$ cat src/rtl/asb_pkg.sv
package asb_pkg;

  localparam int unsigned WORD_W = 16;
  localparam int unsigned LANE_W = WORD_W / 2;
  localparam int unsigned LONG_W = 2 * WORD_W;

  // One state per half bus clock, plus idle and release wait.
  typedef enum logic [3:0] {
    PH_IDLE,
    PH_S0,
    PH_S1,
    PH_S2,
    PH_S3,
    PH_S4,
    PH_S5,
    PH_W1,
    PH_W2,
    PH_S6,
    PH_S7,
    PH_REC
  } asb_ph_e;

  // Address strobe window: S2 up to and including S6.
  function automatic logic ph_strobe(asb_ph_e p);
    return p inside {PH_S2, PH_S3, PH_S4, PH_S5, PH_W1, PH_W2, PH_S6};
  endfunction

  // Address drive window: S1 up to and including S7.
  function automatic logic ph_addr(asb_ph_e p);
    return p inside {PH_S1, PH_S2, PH_S3, PH_S4, PH_S5, PH_W1, PH_W2,
                     PH_S6, PH_S7};
  endfunction

  // Write data drive window: S3 up to and including S7.
  function automatic logic ph_drive(asb_ph_e p);
    return p inside {PH_S3, PH_S4, PH_S5, PH_W1, PH_W2, PH_S6, PH_S7};
  endfunction

  // Phases at whose end the synchronized acknowledge is tested.
  function automatic logic ph_sample(asb_ph_e p);
    return p inside {PH_S5, PH_W2};
  endfunction

  // Which half of a long word the current cycle carries.
  function automatic logic half_is_high(logic lng, logic idx, logic lo_first);
    return lng & ~(idx ^ lo_first);
  endfunction

  function automatic logic [WORD_W-1:0] lane_mask(logic [1:0] be);
    return {{LANE_W{be[1]}}, {LANE_W{be[0]}}};
  endfunction

endpackage

$ cat src/rtl/asb_sync.sv
module asb_sync #(
  parameter int unsigned STAGES = 2
) (
  input  logic clk,
  input  logic rst_n,
  input  logic dtack_n_i,
  output logic ack_o
);

  generate
    if (STAGES == 0) begin : g_direct
      assign ack_o = ~dtack_n_i;
    end else begin : g_chain
      logic [STAGES-1:0] sh_q;
      always_ff @(posedge clk or negedge rst_n) begin
        if (!rst_n) begin
          sh_q <= '1;
        end else begin
          sh_q[0] <= dtack_n_i;
          for (int i = 1; i < STAGES; i++) begin
            sh_q[i] <= sh_q[i-1];
          end
        end
      end
      assign ack_o = ~sh_q[STAGES-1];
    end
  endgenerate

endmodule

$ cat src/rtl/asb_phase_fsm.sv
module asb_phase_fsm
  import asb_pkg::*;
(
  input  logic    clk,
  input  logic    rst_n,
  input  logic    req_i,
  input  logic    ack_i,
  input  logic    more_i,
  output asb_ph_e ph_o,
  output logic    accept_o,
  output logic    sample_o,
  output logic    word_end_o,
  output logic    done_o
);

  asb_ph_e ph_q, ph_d;
  logic    rec_clear;

  assign accept_o   = req_i && (ph_q == PH_IDLE);
  assign sample_o   = ph_sample(ph_q);
  assign word_end_o = (ph_q == PH_S7);
  assign rec_clear  = (ph_q == PH_REC) && !ack_i;
  assign done_o     = rec_clear && !more_i;
  assign ph_o       = ph_q;

  always_comb begin
    ph_d = ph_q;
    unique case (ph_q)
      PH_IDLE: if (accept_o) ph_d = PH_S0;
      PH_S0:   ph_d = PH_S1;
      PH_S1:   ph_d = PH_S2;
      PH_S2:   ph_d = PH_S3;
      PH_S3:   ph_d = PH_S4;
      PH_S4:   ph_d = PH_S5;
      PH_S5:   ph_d = ack_i ? PH_S6 : PH_W1;
      PH_W1:   ph_d = PH_W2;
      PH_W2:   ph_d = ack_i ? PH_S6 : PH_W1;
      PH_S6:   ph_d = PH_S7;
      PH_S7:   ph_d = PH_REC;
      PH_REC:  if (rec_clear) ph_d = more_i ? PH_S0 : PH_IDLE;
      default: ph_d = PH_IDLE;
    endcase
  end

  always_ff @(posedge clk or negedge rst_n) begin
    if (!rst_n) ph_q <= PH_IDLE;
    else        ph_q <= ph_d;
  end

endmodule

$ cat src/rtl/asb_lane_path.sv
module asb_lane_path
  import asb_pkg::*;
#(
  parameter int unsigned AW = 23
) (
  input  logic              clk,
  input  logic              rst_n,
  input  logic              accept_i,
  input  logic              req_read_i,
  input  logic              req_long_i,
  input  logic              req_low_first_i,
  input  logic [AW-1:0]     req_addr_i,
  input  logic [1:0]        req_be_i,
  input  logic [LONG_W-1:0] req_wdata_i,
  input  asb_ph_e           ph_i,
  input  logic              word_end_i,
  input  logic [WORD_W-1:0] bus_din_i,
  output logic              more_o,
  output logic              rd_o,
  output logic [AW-1:0]     addr_o,
  output logic [1:0]        be_o,
  output logic [WORD_W-1:0] dout_o,
  output logic [LONG_W-1:0] rdata_o
);

  logic              rd_q, lng_q, lf_q;
  logic [AW-1:0]     base_q;
  logic [1:0]        be_q;
  logic [LONG_W-1:0] wd_q, rdata_q;
  logic [1:0]        left_q;
  logic              idx, is_high, capture;
  logic [WORD_W-1:0] din_masked;

  assign idx        = lng_q && (left_q == 2'd1);
  assign is_high    = half_is_high(lng_q, idx, lf_q);
  assign addr_o     = (lng_q && !is_high) ? base_q + AW'(1) : base_q;
  assign be_o       = lng_q ? 2'b11 : be_q;
  assign dout_o     = is_high ? wd_q[LONG_W-1:WORD_W] : wd_q[WORD_W-1:0];
  assign capture    = rd_q && (ph_i == PH_S6);
  assign din_masked = bus_din_i & lane_mask(be_o);
  assign more_o     = (left_q != 2'd0);
  assign rd_o       = rd_q;
  assign rdata_o    = rdata_q;

  always_ff @(posedge clk or negedge rst_n) begin
    if (!rst_n) begin
      rd_q   <= 1'b1;
      lng_q  <= 1'b0;
      lf_q   <= 1'b0;
      base_q <= '0;
      be_q   <= '0;
      wd_q   <= '0;
      left_q <= '0;
    end else if (accept_i) begin
      rd_q   <= req_read_i;
      lng_q  <= req_long_i;
      lf_q   <= req_low_first_i;
      base_q <= req_addr_i;
      be_q   <= req_be_i;
      wd_q   <= req_wdata_i;
      left_q <= req_long_i ? 2'd2 : 2'd1;
    end else if (word_end_i) begin
      left_q <= left_q - 2'd1;
    end
  end

  always_ff @(posedge clk or negedge rst_n) begin
    if (!rst_n) begin
      rdata_q <= '0;
    end else if (accept_i) begin
      rdata_q <= '0;
    end else if (capture) begin
      if (is_high) rdata_q[LONG_W-1:WORD_W] <= din_masked;
      else         rdata_q[WORD_W-1:0]      <= din_masked;
    end
  end

endmodule

$ cat src/rtl/asb_master.sv
module asb_master
  import asb_pkg::*;
#(
  parameter int unsigned AW          = 23,
  parameter int unsigned SYNC_STAGES = 2
) (
  input  logic              clk,
  input  logic              rst_n,
  input  logic              req,
  input  logic              req_read,
  input  logic              req_long,
  input  logic              req_low_first,
  input  logic [AW-1:0]     req_addr,
  input  logic [1:0]        req_be,
  input  logic [LONG_W-1:0] req_wdata,
  output logic [LONG_W-1:0] rsp_rdata,
  output logic              rsp_done,
  output logic [AW-1:0]     bus_addr,
  output logic              bus_addr_oe,
  output logic              bus_rw_n,
  output logic              bus_as_n,
  output logic              bus_uds_n,
  output logic              bus_lds_n,
  output logic [WORD_W-1:0] bus_dout,
  output logic              bus_dout_oe,
  input  logic [WORD_W-1:0] bus_din,
  input  logic              bus_dtack_n
);

  // Named internal events, also observed by the bound checker.
  logic    dtack_seen;
  logic    accept;
  logic    sample_pt;
  logic    word_end;
  logic    more_words;
  logic    cyc_read;
  logic    strobe_on;
  logic [1:0] lanes;
  asb_ph_e ph;

  asb_sync #(.STAGES(SYNC_STAGES)) u_sync (
    .clk       (clk),
    .rst_n     (rst_n),
    .dtack_n_i (bus_dtack_n),
    .ack_o     (dtack_seen)
  );

  asb_phase_fsm u_fsm (
    .clk        (clk),
    .rst_n      (rst_n),
    .req_i      (req),
    .ack_i      (dtack_seen),
    .more_i     (more_words),
    .ph_o       (ph),
    .accept_o   (accept),
    .sample_o   (sample_pt),
    .word_end_o (word_end),
    .done_o     (rsp_done)
  );

  asb_lane_path #(.AW(AW)) u_lanes (
    .clk             (clk),
    .rst_n           (rst_n),
    .accept_i        (accept),
    .req_read_i      (req_read),
    .req_long_i      (req_long),
    .req_low_first_i (req_low_first),
    .req_addr_i      (req_addr),
    .req_be_i        (req_be),
    .req_wdata_i     (req_wdata),
    .ph_i            (ph),
    .word_end_i      (word_end),
    .bus_din_i       (bus_din),
    .more_o          (more_words),
    .rd_o            (cyc_read),
    .addr_o          (bus_addr),
    .be_o            (lanes),
    .dout_o          (bus_dout),
    .rdata_o         (rsp_rdata)
  );

  assign strobe_on   = ph_strobe(ph);
  assign bus_as_n    = ~strobe_on;
  assign bus_uds_n   = ~(strobe_on && lanes[1]);
  assign bus_lds_n   = ~(strobe_on && lanes[0]);
  assign bus_addr_oe = ph_addr(ph);
  assign bus_rw_n    = ~(!cyc_read && ph_addr(ph));
  assign bus_dout_oe = !cyc_read && ph_drive(ph);

endmodule

$ cat config.mk
export PLATFORM = sky130hd
export DESIGN_NAME = asb_master
export DESIGN_NICKNAME = d
export VERILOG_FILES = /design/src/rtl/asb_pkg.sv /design/src/rtl/asb_sync.sv /design/src/rtl/asb_phase_fsm.sv /design/src/rtl/asb_lane_path.sv /design/src/rtl/asb_master.sv
export SDC_FILE = /design/constraint.sdc
export NUM_CORES = 1
export LEC_CHECK = 0
export BUFFER_PORTS_ARGS = -buffer_cell sky130_fd_sc_hd__buf_4
export CAP_MARGIN = 20
export CORE_MARGIN = 3
export CORE_UTILIZATION = 39
export CTS_CLUSTER_SIZE = 25
export DETAILED_ROUTE_END_ITERATION = 6
export HOLD_SLACK_MARGIN = 0.1
export PLACE_DENSITY_LB_ADDON = 0.12
export SETUP_SLACK_MARGIN = 0.2
export SYNTH_ARGS = -nofsm -noshare
export SYNTH_HDL_FRONTEND = slang
export SYNTH_HIERARCHICAL = 1
export SYNTH_SLANG_ARGS = --single-unit
$ cat constraint.sdc
create_clock -name clk -period 2.5 [get_ports clk]
set_clock_uncertainty 0.05 [all_clocks]
set_input_delay 0.125 -clock clk [delete_from_list [all_inputs] [get_ports clk]]
set_output_delay 0.125 -clock clk [all_outputs]
set_load 0.05 [all_outputs]
==> flow_results.xml <==
<?xml version="1.0" encoding="UTF-8"?>
<metrics>
  <group name="timing">
    <metric name="min_period_over_period" unit="%">90.9</metric>
    <metric name="setup_violations" unit="">0</metric>
    <metric name="fmaxAchievable" unit="MHz">440</metric>
    <metric name="rsz0062_at_grt" unit="">true</metric>
    <metric name="timing.setup.tns" unit="ns">0</metric>
    <metric name="pnr_worst_setup_slack" unit="ns">0.227</metric>
    <metric name="worstMarginPinSlew" unit="ns">0.846</metric>
    <metric name="slew-limit-headroom" unit="%">43.6</metric>
    <metric name="finalMaxSlewViolations" unit="">0</metric>
    <metric name="timing_hold_violations_final" unit="">0</metric>
    <metric name="layout_min_cycle_time" unit="ns">2.27</metric>
  </group>
  <group name="global_routing">
    <metric name="globalRoute.totalOverflow" unit="">0</metric>
    <metric name="number_of_global_route_vias_before_repair" unit="">3910</metric>
    <metric name="grt_first_pass_wirelength" unit="mm">19.6</metric>
    <metric name="antenna_found_initial" unit="">0</metric>
    <metric name="maximum_number_of_pins_on_one_net_before_global_route_repair" unit="">66</metric>
    <metric name="globalRouteTotalUtil" unit="%">18.2</metric>
  </group>
  <group name="final_layout">
    <metric name="final_cells" unit="">800</metric>
    <metric name="final.fill_count" unit="">954</metric>
    <metric name="utilization" unit="%">63.5</metric>
    <metric name="layout_common_cells" unit="">sky130_fd_sc_hd__buf_4 (165), sky130_fd_sc_hd__dfrtp_1 (96), sky130_fd_sc_hd__mux2_2 (77)</metric>
    <metric name="area.sequential" unit="um^2">2510</metric>
    <metric name="multi_input_comb_area" unit="um^2">2350</metric>
    <metric name="fin_nets" unit="">713</metric>
    <metric name="ratio_of_cells_with_drive_above_1_in_the_final_layout" unit="%">48.3</metric>
    <metric name="final_common_cell" unit="">sky130_fd_sc_hd__buf_4</metric>
    <metric name="layout-area-overhead-vs-synth" unit="%">54.9</metric>
  </group>
  <group name="placed_design">
    <metric name="gp_routability_congestion" unit="">0.789</metric>
    <metric name="io_buffer_count" unit="">157</metric>
    <metric name="dp_cells" unit="">713</metric>
    <metric name="post_dp_hpwl" unit="mm">8.17</metric>
    <metric name="pre_cts_slack" unit="ns">0.304</metric>
  </group>
  <group name="worst_setup_path">
    <metric name="cp.required" unit="ns">2.33</metric>
    <metric name="critPathArrivalTime" unit="ns">2.10</metric>
    <metric name="worst_setup_path_start_kind" unit="">flip-flop</metric>
    <metric name="criticalPathCategory" unit="">reg -&gt; out</metric>
    <metric name="crit_path_end_kind" unit="">output pin</metric>
    <metric name="crit-reg2reg-launch" unit="">u_lanes/left_q[0]$_DFFE_PN0P_</metric>
    <metric name="critical_path.most_common_cell" unit="">sky130_fd_sc_hd__buf_6</metric>
    <metric name="biggest_fanout_along_the_worst_timing_path" unit="">6</metric>
    <metric name="slowest_stage" unit="">sky130_fd_sc_hd__dfrtp_1</metric>
    <metric name="worstRegToRegCells" unit="">7</metric>
    <metric name="critical-path-max-stage-delay" unit="ns">0.42</metric>
    <metric name="cp_cell_sequence" unit="">ha_4 -&gt; xnor2_4 -&gt; nor3_4 -&gt; buf_6 -&gt; nand4_1 -&gt; xnor2_2 -&gt; buf_6</metric>
    <metric name="crit_start" unit="">u_lanes/left_q[0]$_DFFE_PN0P_</metric>
  </group>
  <group name="detailed_routing">
    <metric name="initial_drt_markers" unit="">263</metric>
    <metric name="drcViolationCount" unit="">0</metric>
    <metric name="route.final.wire_length" unit="mm">12.1</metric>
    <metric name="detailroute.via_count" unit="">3798</metric>
    <metric name="first_pass_iteration_count_of_the_detailed_router" unit="">4</metric>
    <metric name="ant_nets" unit="">0</metric>
    <metric name="vias_per_cell" unit="">4.75</metric>
    <metric name="drt-wirelength-per-cell" unit="um">15.1</metric>
  </group>
  <group name="hold_path">
    <metric name="min_path_type" unit="">in -&gt; reg</metric>
    <metric name="worstHoldPathCells" unit="">4</metric>
    <metric name="worstHoldStart" unit="">bus_din[15]</metric>
  </group>
  <group name="power_and_ir_drop">
    <metric name="comb_power_share" unit="%">58.8</metric>
    <metric name="share_seq_of_total_power" unit="%">27.7</metric>
    <metric name="power_frac_clock" unit="%">13.5</metric>
    <metric name="power.switching_fraction" unit="%">47.1</metric>
    <metric name="vdd_ir_drop_max" unit="mV">0.936</metric>
    <metric name="finalPower" unit="mW">10.6</metric>
    <metric name="power_density" unit="nW/um^2">1420</metric>
    <metric name="internal_power" unit="mW">5.60</metric>
    <metric name="power_switching" unit="mW">4.98</metric>
    <metric name="power.leakage" unit="nW">3.47</metric>
  </group>
  <group name="floorplanning">
    <metric name="placement_rows" unit="">39</metric>
    <metric name="floorplan.die_area" unit="um^2">13700</metric>
    <metric name="floorplan.io_pins" unit="">158</metric>
    <metric name="fp.coreArea" unit="um^2">11800</metric>
    <metric name="die_x" unit="um">117</metric>
    <metric name="floorplan.initialDensity" unit="%">41.0</metric>
    <metric name="die_height" unit="um">117</metric>
  </group>
  <group name="logic_synthesis">
    <metric name="yosysWarningCount" unit="">6</metric>
    <metric name="syn-num-nets" unit="">480</metric>
    <metric name="syn_avg_cell_area" unit="um^2">12.1</metric>
    <metric name="syn-cell-area" unit="um^2">4820</metric>
    <metric name="synth_cells" unit="">397</metric>
  </group>
  <group name="clock_tree">
    <metric name="cts.reportedPaths.clkPinSlew" unit="ns">0.07</metric>
    <metric name="clock_tree_from_tritoncts" unit="">done</metric>
    <metric name="cts_inserted_buffers" unit="">9</metric>
    <metric name="clock_sink_count" unit="">100</metric>
    <metric name="clockRootBuffer" unit="">sky130_fd_sc_hd__clkbuf_16</metric>
    <metric name="ctsHtreeMaxLevel" unit="">3</metric>
    <metric name="clock_insertion_delay_at_the_later_pin_of_the_skew_report" unit="ns">0.34</metric>
    <metric name="max-clock-path-buffers" unit="">2</metric>
  </group>
  <group name="status">
    <metric name="outcome" unit="">completed</metric>
  </group>
  <group name="flow_run">
    <metric name="max_cap_viol_count" unit="">0</metric>
  </group>
</metrics>
==> power by group through the flow <==
stage | registers, mW | clock network, mW | logic, mW
floorplan | 3.28 | 0 | 3.87
global placement | 2.91 | 0 | 5.87
detailed placement | 2.94 | 0 | 5.93
CTS | 2.92 | 1.49 | 6.13
global route | 3.05 | 1.55 | 6.60
finish | 2.93 | 1.43 | 6.22
==> layer usage <==
layer,vias to the layer above,track usage (%),share of wire [%]
met5,-,0,0
met4,0,5.50,1.0
met3,7,4.58,5.9
met2,117,30.4,50
met1,1832,23.3,43
li1,1842,-,-
==> state kept, by name, indices dropped and copies added, names as in the netlist <==
name	flops
u_lanes/lf_q	1
u_lanes/lng_q	1
u_lanes/wd_q	32
u_lanes/base_q	23
u_lanes/rdata_o	32
u_lanes/be_q	2
u_lanes/left_q	2
u_sync/g_chain.sh_q	2
u_lanes/rd_o	1
u_fsm/ph_o	4
==> critical path, delay by kind of cell, from the launching register on <==
family                     cells  cell delay [ns]
adders and majority gates      1             0.20
xor gates and xnor gates       2             0.36
buffers and inverters          2             0.32
DFF                            1             0.42
and+or+nand+nor                2             0.44
==> timing repair <==
item / CTS / global route
setup buffers: 3 / 5
endpoints found under the setup margin: 35 / 27
endpoints found under the hold margin: 124 / 0
gates resized for setup: 10 / 11
pin swaps: 2 / 7
hold buffers: 62 / 0
==> per-stage QoR <==
stage          hold WS [ns]  instance area [um^2]
2_1_floorplan        -0.221                  4950
6_report              0.161                  7470
3_5_place_dp          0.192                  6390
4_1_cts               0.154                  7390
3_3_place_gp          0.184                  6390
5_1_grt               0.169                  7470
==> final timing paths <==
path	slack, ns	end
max in group asynchronous	1.31	u_lanes/base_q[6]$_DFFE_PN0P_
min in group asynchronous	0.39	u_lanes/rdata_o[25]$_DFFE_PN0P_
worst max register to register	0.45	u_lanes/rdata_o[19]$_DFFE_PN0P_
worst min register to register	0.31	u_sync/g_chain.sh_q[1]$_DFF_PN1_
worst max-delay path	0.23	bus_addr[13]
worst min-delay path	0.16	u_lanes/rdata_o[31]$_DFFE_PN0P_
==> cell type report <==
type	count	area share, %
sequential	100	33.6
multi-input combinational	267	31.5
timing repair buffer	242	27.5
clock buffer	11	3.38
tap	164	2.75
clock inverter	5	0.787
inverter	10	0.502
antenna	1	0.0335
(Power assumes the default switching activity.)
